$ cat src/rtl/sfq_pkg.sv
package sfq_pkg;
    typedef enum logic [3:0] {
        A_DATA   = 4'd0,
        A_TXLVL  = 4'd1,
        A_RXLVL  = 4'd2,
        A_TXTHR  = 4'd3,
        A_RXTHR  = 4'd4,
        A_STAT   = 4'd5,
        A_IMASK  = 4'd6,
        A_IRAW   = 4'd7,
        A_ISTAT  = 4'd8,
        A_ICLR   = 4'd9,
        A_DMACTL = 4'd10,
        A_TXDRL  = 4'd11,
        A_RXDRL  = 4'd12
    } reg_addr_e;

    localparam int NIRQ = 5;
endpackage

$ cat src/rtl/sfq_fifo.sv
module sfq_fifo #(
    parameter int DEPTH = 8,
    parameter int DW    = 16
) (
    input  logic                         clk,
    input  logic                         rst_n,
    input  logic                         flush,
    input  logic                         push,
    input  logic [DW-1:0]                push_data,
    input  logic                         pop,
    output logic [DW-1:0]                head,
    output logic [$clog2(DEPTH+1)-1:0]   level,
    output logic                         full,
    output logic                         empty,
    output logic                         ovf,
    output logic                         unf
);
    localparam int PW = $clog2(DEPTH);
    localparam int LW = $clog2(DEPTH + 1);

    typedef struct packed {
        logic [PW-1:0] wp;
        logic [PW-1:0] rp;
        logic [LW-1:0] cnt;
    } fst_t;

    fst_t q, d;
    logic [DW-1:0] mem [DEPTH];
    logic do_push, do_pop;

    function automatic logic [PW-1:0] wrap_inc(input logic [PW-1:0] p);
        return (p == PW'(DEPTH - 1)) ? '0 : p + PW'(1);
    endfunction

    assign full  = (q.cnt == LW'(DEPTH));
    assign empty = (q.cnt == '0);
    assign level = q.cnt;
    assign head  = empty ? '0 : mem[q.rp];
    assign ovf   = push && !flush && full;
    assign unf   = pop && empty;

    always_comb begin
        do_push = push && !flush && !full;
        do_pop  = pop && !flush && !empty;
        d       = q;
        if (flush) begin
            d = '0;
        end else begin
            if (do_push) d.wp = wrap_inc(q.wp);
            if (do_pop)  d.rp = wrap_inc(q.rp);
            d.cnt = q.cnt + LW'(do_push) - LW'(do_pop);
        end
    end

    always_ff @(posedge clk or negedge rst_n) begin
        if (!rst_n) q <= '0;
        else        q <= d;
    end

    always_ff @(posedge clk) begin
        if (do_push) mem[q.wp] <= push_data;
    end

    a_r2_level_bound: assert property (@(posedge clk) disable iff (!rst_n)
        q.cnt <= LW'(DEPTH));
    a_r3_full_drop: assert property (@(posedge clk) disable iff (!rst_n)
        (full && push && !pop && !flush) |=> full);
    a_r10_flush_empty: assert property (@(posedge clk) disable iff (!rst_n)
        flush |=> empty);
endmodule

$ cat src/rtl/sfq_irq.sv
module sfq_irq (
    input  logic       clk,
    input  logic       rst_n,
    input  logic       tx_low,
    input  logic       rx_high,
    input  logic       ev_txovf,
    input  logic       ev_rxunf,
    input  logic       ev_rxovf,
    input  logic       clr_wr,
    input  logic [3:0] clr_bits,
    input  logic [4:0] mask,
    output logic [4:0] raw,
    output logic [4:0] masked,
    output logic       irq
);
    typedef struct packed {
        logic txovf;
        logic rxunf;
        logic rxovf;
    } ist_t;

    ist_t q, d;
    logic c_txovf, c_rxunf, c_rxovf;

    always_comb begin
        c_txovf = clr_wr && (clr_bits[0] || clr_bits[3]);
        c_rxunf = clr_wr && (clr_bits[0] || clr_bits[1]);
        c_rxovf = clr_wr && (clr_bits[0] || clr_bits[2]);
        d.txovf = (q.txovf && !c_txovf) || ev_txovf;
        d.rxunf = (q.rxunf && !c_rxunf) || ev_rxunf;
        d.rxovf = (q.rxovf && !c_rxovf) || ev_rxovf;
    end

    always_ff @(posedge clk or negedge rst_n) begin
        if (!rst_n) q <= '0;
        else        q <= d;
    end

    assign raw    = {rx_high, q.rxovf, q.rxunf, q.txovf, tx_low};
    assign masked = raw & mask;
    assign irq    = |masked;

    a_r11_set_wins: assert property (@(posedge clk) disable iff (!rst_n)
        ev_txovf |=> raw[1]);
    a_r6_clear_all: assert property (@(posedge clk) disable iff (!rst_n)
        (clr_wr && clr_bits[0] && !ev_txovf && !ev_rxunf && !ev_rxovf)
        |=> (raw[3:1] == 3'b000));
    a_r4_unf_sticky: assert property (@(posedge clk) disable iff (!rst_n)
        (raw[2] && !clr_wr) |=> raw[2]);
endmodule

$ cat src/rtl/spi_fifo_stat_irq.sv
module spi_fifo_stat_irq #(
    parameter int DEPTH = 8,
    parameter int DW    = 16
) (
    input  logic          clk,
    input  logic          rst_n,
    input  logic          ctl_en,
    input  logic          core_busy,
    input  logic          bus_wr,
    input  logic          bus_rd,
    input  logic [3:0]    bus_addr,
    input  logic [DW-1:0] bus_wdata,
    output logic [DW-1:0] bus_rdata,
    input  logic          tx_pop,
    output logic [DW-1:0] tx_word,
    output logic          tx_avail,
    input  logic          rx_push,
    input  logic [DW-1:0] rx_word,
    output logic          irq,
    output logic          dma_tx_req,
    output logic          dma_rx_req
);
    import sfq_pkg::*;

    localparam int LW = $clog2(DEPTH + 1);

    typedef struct packed {
        logic [LW-1:0]   txthr;
        logic [LW-1:0]   rxthr;
        logic [LW-1:0]   txdrl;
        logic [LW-1:0]   rxdrl;
        logic [NIRQ-1:0] mask;
        logic [1:0]      dmac;
    } cfg_t;

    cfg_t q, d;

    logic          wr_data, rd_data, clr_wr, fits;
    logic [LW-1:0] tx_lvl, rx_lvl;
    logic          tx_full, tx_empty, rx_full, rx_empty;
    logic          tx_ovf, tx_unf, rx_ovf, rx_unf;
    logic [DW-1:0] rx_head;
    logic [4:0]    raw, masked;

    assign wr_data = bus_wr && (bus_addr == A_DATA);
    assign rd_data = bus_rd && (bus_addr == A_DATA);
    assign clr_wr  = bus_wr && (bus_addr == A_ICLR);
    assign fits    = (bus_wdata < DW'(DEPTH));

    sfq_fifo #(.DEPTH(DEPTH), .DW(DW)) u_txq (
        .clk(clk), .rst_n(rst_n), .flush(!ctl_en),
        .push(wr_data), .push_data(bus_wdata), .pop(tx_pop),
        .head(tx_word), .level(tx_lvl), .full(tx_full), .empty(tx_empty),
        .ovf(tx_ovf), .unf(tx_unf));

    sfq_fifo #(.DEPTH(DEPTH), .DW(DW)) u_rxq (
        .clk(clk), .rst_n(rst_n), .flush(!ctl_en),
        .push(rx_push), .push_data(rx_word), .pop(rd_data),
        .head(rx_head), .level(rx_lvl), .full(rx_full), .empty(rx_empty),
        .ovf(rx_ovf), .unf(rx_unf));

    sfq_irq u_irq (
        .clk(clk), .rst_n(rst_n),
        .tx_low(tx_lvl <= q.txthr), .rx_high(rx_lvl >= q.rxthr),
        .ev_txovf(tx_ovf), .ev_rxunf(rx_unf), .ev_rxovf(rx_ovf),
        .clr_wr(clr_wr), .clr_bits(bus_wdata[3:0]), .mask(q.mask),
        .raw(raw), .masked(masked), .irq(irq));

    assign tx_avail   = !tx_empty;
    assign dma_tx_req = q.dmac[1] && (tx_lvl <= q.txdrl);
    assign dma_rx_req = q.dmac[0] && (rx_lvl > q.rxdrl);

    always_comb begin
        d = q;
        if (bus_wr) begin
            case (bus_addr)
                A_TXTHR:  if (fits) d.txthr = LW'(bus_wdata);
                A_RXTHR:  if (fits) d.rxthr = LW'(bus_wdata);
                A_TXDRL:  if (fits) d.txdrl = LW'(bus_wdata);
                A_RXDRL:  if (fits) d.rxdrl = LW'(bus_wdata);
                A_IMASK:  d.mask = bus_wdata[NIRQ-1:0];
                A_DMACTL: d.dmac = bus_wdata[1:0];
                default:  ;
            endcase
        end
    end

    always_ff @(posedge clk or negedge rst_n) begin
        if (!rst_n) q <= '0;
        else        q <= d;
    end

    always_comb begin
        bus_rdata = '0;
        case (bus_addr)
            A_DATA:   bus_rdata = rx_head;
            A_TXLVL:  bus_rdata = DW'(tx_lvl);
            A_RXLVL:  bus_rdata = DW'(rx_lvl);
            A_TXTHR:  bus_rdata = DW'(q.txthr);
            A_RXTHR:  bus_rdata = DW'(q.rxthr);
            A_STAT:   bus_rdata = DW'({rx_full, rx_empty, tx_empty, tx_full, core_busy});
            A_IMASK:  bus_rdata = DW'(q.mask);
            A_IRAW:   bus_rdata = DW'(raw);
            A_ISTAT:  bus_rdata = DW'(masked);
            A_DMACTL: bus_rdata = DW'(q.dmac);
            A_TXDRL:  bus_rdata = DW'(q.txdrl);
            A_RXDRL:  bus_rdata = DW'(q.rxdrl);
            default:  bus_rdata = '0;
        endcase
    end

    a_r8_thr_keep: assert property (@(posedge clk) disable iff (!rst_n)
        (bus_wr && bus_addr == A_TXTHR && !fits) |=> $stable(q.txthr));
    a_r9_dma_tx_empty: assert property (@(posedge clk) disable iff (!rst_n)
        (q.dmac[1] && tx_empty) |-> dma_tx_req);
    a_r12_pop_empty: assert property (@(posedge clk) disable iff (!rst_n)
        (tx_pop && tx_empty && !wr_data) |=> !tx_avail);
    a_r1_stat_excl: assert property (@(posedge clk) disable iff (!rst_n)
        !(tx_full && tx_empty) && !(rx_full && rx_empty));
endmodule

$ cat config.mk
export PLATFORM = sky130hd
export DESIGN_NAME = spi_fifo_stat_irq
export DESIGN_NICKNAME = d
export VERILOG_FILES = /design/src/rtl/sfq_pkg.sv /design/src/rtl/sfq_fifo.sv /design/src/rtl/sfq_irq.sv /design/src/rtl/spi_fifo_stat_irq.sv
export SDC_FILE = /design/constraint.sdc
export NUM_CORES = 1
export LEC_CHECK = 0
export BUFFER_PORTS_ARGS = -buffer_cell sky130_fd_sc_hd__buf_2
export CAP_MARGIN = 20
export CORE_ASPECT_RATIO = 1.1
export CORE_MARGIN = 2
export CORE_UTILIZATION = 35
export DETAILED_ROUTE_END_ITERATION = 10
export SLEW_MARGIN = 20
export SYNTH_ARGS = -nofsm -noshare
export SYNTH_HDL_FRONTEND = slang
export SYNTH_SLANG_ARGS = --single-unit
$ cat constraint.sdc
create_clock -name clk -period 2.7 [get_ports clk]
set_input_delay 0.405 -clock clk [delete_from_list [all_inputs] [get_ports clk]]
set_output_delay 0.405 -clock clk [all_outputs]
set_load 0.05 [all_outputs]
==> impl_metrics.toml <==
[sta]
relSlewSlack_pct = 63.36
worst_pin_slew_ps = 549.6
clock_skew_ps = 24.65
worst_slack_ps = -30.33
finalCriticalPeriod_ps = 2730
setup_viol = 3
setup_tns_ps = -41.43
final_hold_viol_count = 0
fmax_mhz = 366.3
grt_setup_unrepaired = "true"
drv_slew = 0
fin_crit_sh_pct = 101.1
holdWs_ps = 155.7

[drt]
drc = 0
drtIter0Drc = 403
firstDrtPassIters = 5
drt.antenna.violating_nets = 0
wl_um = 28180
wl_per_cell_um = 19.59
num_vias = 7237
vias_per_cell = 5.029

[cells_and_area]
fin_nets = 1007
fin_area_sq_um = 15850
syn_to_final_growth_pct = 22.07
n_fill_cell = 3288
finalNonFillerCells = 1439
drive_gt1_share_pct = 34.00
fin_util_pct = 43.59

[logic_synthesis]
yosys.area.top_type = "edfxtp_1"
syn_inst = 769
synthFlopType = "edfxtp_1"
synthDistinctLibCells = 61
synthesis.area_sq_um = 12980
synth_nets = 851
ys_seq_area_share_pct = 68.08
yosys-top-cells-area = "edfxtp_1, mux4_2, dfrtp_1"
yosysTopAreaCellShare_pct = 59.21
synthArstFlopShare_pct = 15.23
yosysWarnings = 0
yosys.cell_count.top_type = "edfxtp_1"
synth_seq_cells = 302
syn-mean-instance-area_sq_um = 16.88
synth_commonest_cells = "edfxtp_1, mux4_2, nor2_1, dfrtp_1, nand2_1"
synth_edf_count = 256

[setup_path]
arrival_ps = 2330
r2r_end = "u_rxq.level[2]"
worst_path_max_delay_cell = "mux4_2"
start_kind = "register"
path_class = "register to primary output"
worstRegToRegCells = 11
rrSetupSlack_ps = 150
cp_cell_sequence = "buf_12, mux4_2, mux2i_2, nor2_1, nand4b_1, buf_6"
r2r-start = "u_rxq.level[2]"
required_ps = 2300
worst-path-buf-inv = 2
path_delay_family = "multiplexers"
cp.depth = 6
worstPathMaxFanout = 8
worstSetupEndpointType = "primary output"
max_stage_delay_ps = 520

[floorplanning]
initial_core_util_pct = 35.71
die_h_um = 206.0
core_sq_um = 36350
die_area_sq_um = 38650
rows = 73
io_pins = 80
die_x_um = 187.6

[power_and_ir_drop]
vdd_drop_max_mv = 0.4962
total_power_mw = 12.66
clkPwrFrac_pct = 35.3
p_per_area_nw_per_um2 = 798.7
power_frac_seq_pct = 42.3
switching_share_pct = 29.74
p_leak_nw = 5.653
power.switching_mw = 3.765
intPower_mw = 8.893
combPwrFrac_pct = 22.4

[placed_design]
io_buffers = 79
dpl.hpwl_um = 18700
preCtsSetupSlack_ps = 11.75
place_area_sq_um = 14390
routabilityCongestion = 0.8888
dp.cells = 1365

[outcome]
run_status = "finished, violations left"
violations = "setup timing"

[clock_tree]
cts.sinks = 302
clockBufferDepth = 3
clkTransAtPathRegs_ps = 60
cts_root_buffer = "clkbuf_16"
cts_made_buffers = 34
clk_latency_ps = 530
tritoncts = "built"
htreeDepth = 2

[hold_path]
worstHoldPathType = "primary input to register"
hold_path_depth = 1
min_from = "rx_word[13]"
holdPathEnd = "u_rxq.mem[0][13]"

[global_routing]
grt_pass1_vias = 7593
grt_max_degree = 35
overflow = 0
track_usage_pct = 14.82
antenna_found_initial = 0
grt_pass1_wl_um = 43880

[run]
max_cap_violations = 0
[how the worst max path moves through the flow]
| stage | startpoint | endpoint | slack, ps |
|---|---|---|---|
| 6_report | u_rxq.q[4] | bus_rdata[3] | -30 |
| 5_1_grt | u_rxq.q[4] | bus_rdata[3] | -100 |
| 4_1_cts | u_rxq.q[4] | bus_rdata[0] | -60 |
| 3_5_place_dp | u_rxq.level[2] | u_rxq.level[2] | 10 |
| 3_3_place_gp | u_rxq.level[2] | u_rxq.level[2] | 80 |
| 2_1_floorplan | u_txq.level[2] | u_txq.level[2] | 60 |
[cells by family (layout without fill, tap and decap cells)]
group	Yosys count	in the layout	synth area share [%]
DFF	302	302	68.08
and+or+nand+nor	174	174	7.007
muxes	115	115	15.20
AOI/OAI and AO/OA	70	70	3.527
buffers and inverters	66	247	2.140
adders and majority gates	38	38	3.778
xor gates and xnor gates	4	4	0.2699
other	0	2	0
[sequential cells by signal, indices dropped and copies added, names as in the netlist]
| signal | flops |
|---|---|
| u_rxq.mem | 128 |
| q | 23 |
| u_txq.q | 6 |
| u_rxq.q | 6 |
| u_rxq.level | 4 |
| u_txq.mem | 128 |
| u_txq.level | 4 |
| u_irq.raw | 3 |
[power groups by stage]
stage	combinational, mW	clock [mW]	sequential, mW
after detailed placement	2.69	0	5.45
final	2.83	4.47	5.36
after global placement	2.67	0	5.44
after global routing	3.05	4.78	5.37
after floorplan	1.90	0	5.41
after CTS	2.81	4.58	5.35
[per-layer routing]
| layer | up-vias | wire (um) | GRT usage [%] |
|---|---|---|---|
| li1 | 3302 | - | - |
| met1 | 3694 | 11890 | 18.72 |
| met2 | 196 | 14290 | 26.06 |
| met3 | 45 | 1480 | 3.040 |
| met4 | 0 | 533 | 3.965 |
| met5 | - | 0 | 0 |
[cell usage in the layout, fill, tap and decap left out, drive strengths merged, types with 4 or more instances in the layout]
master,count
a21oi,12
a22oi,6
and2,7
and3,6
buf,152
clkbuf,40
clkinv,17
dfrtp,46
edfxtp,256
ha,36
inv,33
mux2,17
mux2i,34
mux4,64
nand2,42
nand2b,11
nand3,15
nor2,59
nor2b,9
nor3,7
nor4,4
o21ai,24
o22ai,5
[area by class of cell]
| cell class | count | area [sq um] | share of cell area [%] |
|---|---|---|---|
| sequential | 302 | 8845 | 55.81 |
| multi-input combinational | 401 | 4033 | 25.45 |
| timing repair buffer | 153 | 1134 | 7.153 |
| clock buffer | 40 | 883.3 | 5.574 |
| tap | 487 | 609.3 | 3.845 |
| clock inverter | 21 | 215.2 | 1.358 |
| inverter | 33 | 123.9 | 0.7816 |
| antenna | 2 | 5.005 | 0.03158 |
[repair_timing]
action                                  CTS  global route
endpoints found under the hold margin    14             0
hold buffers                              1             0
resized for setup                        51            21
setup buffers                             8             2
pin swaps                                 5             5
endpoints found under the setup margin   19            21
No activity file was read; power rests on OpenSTA's default activity.
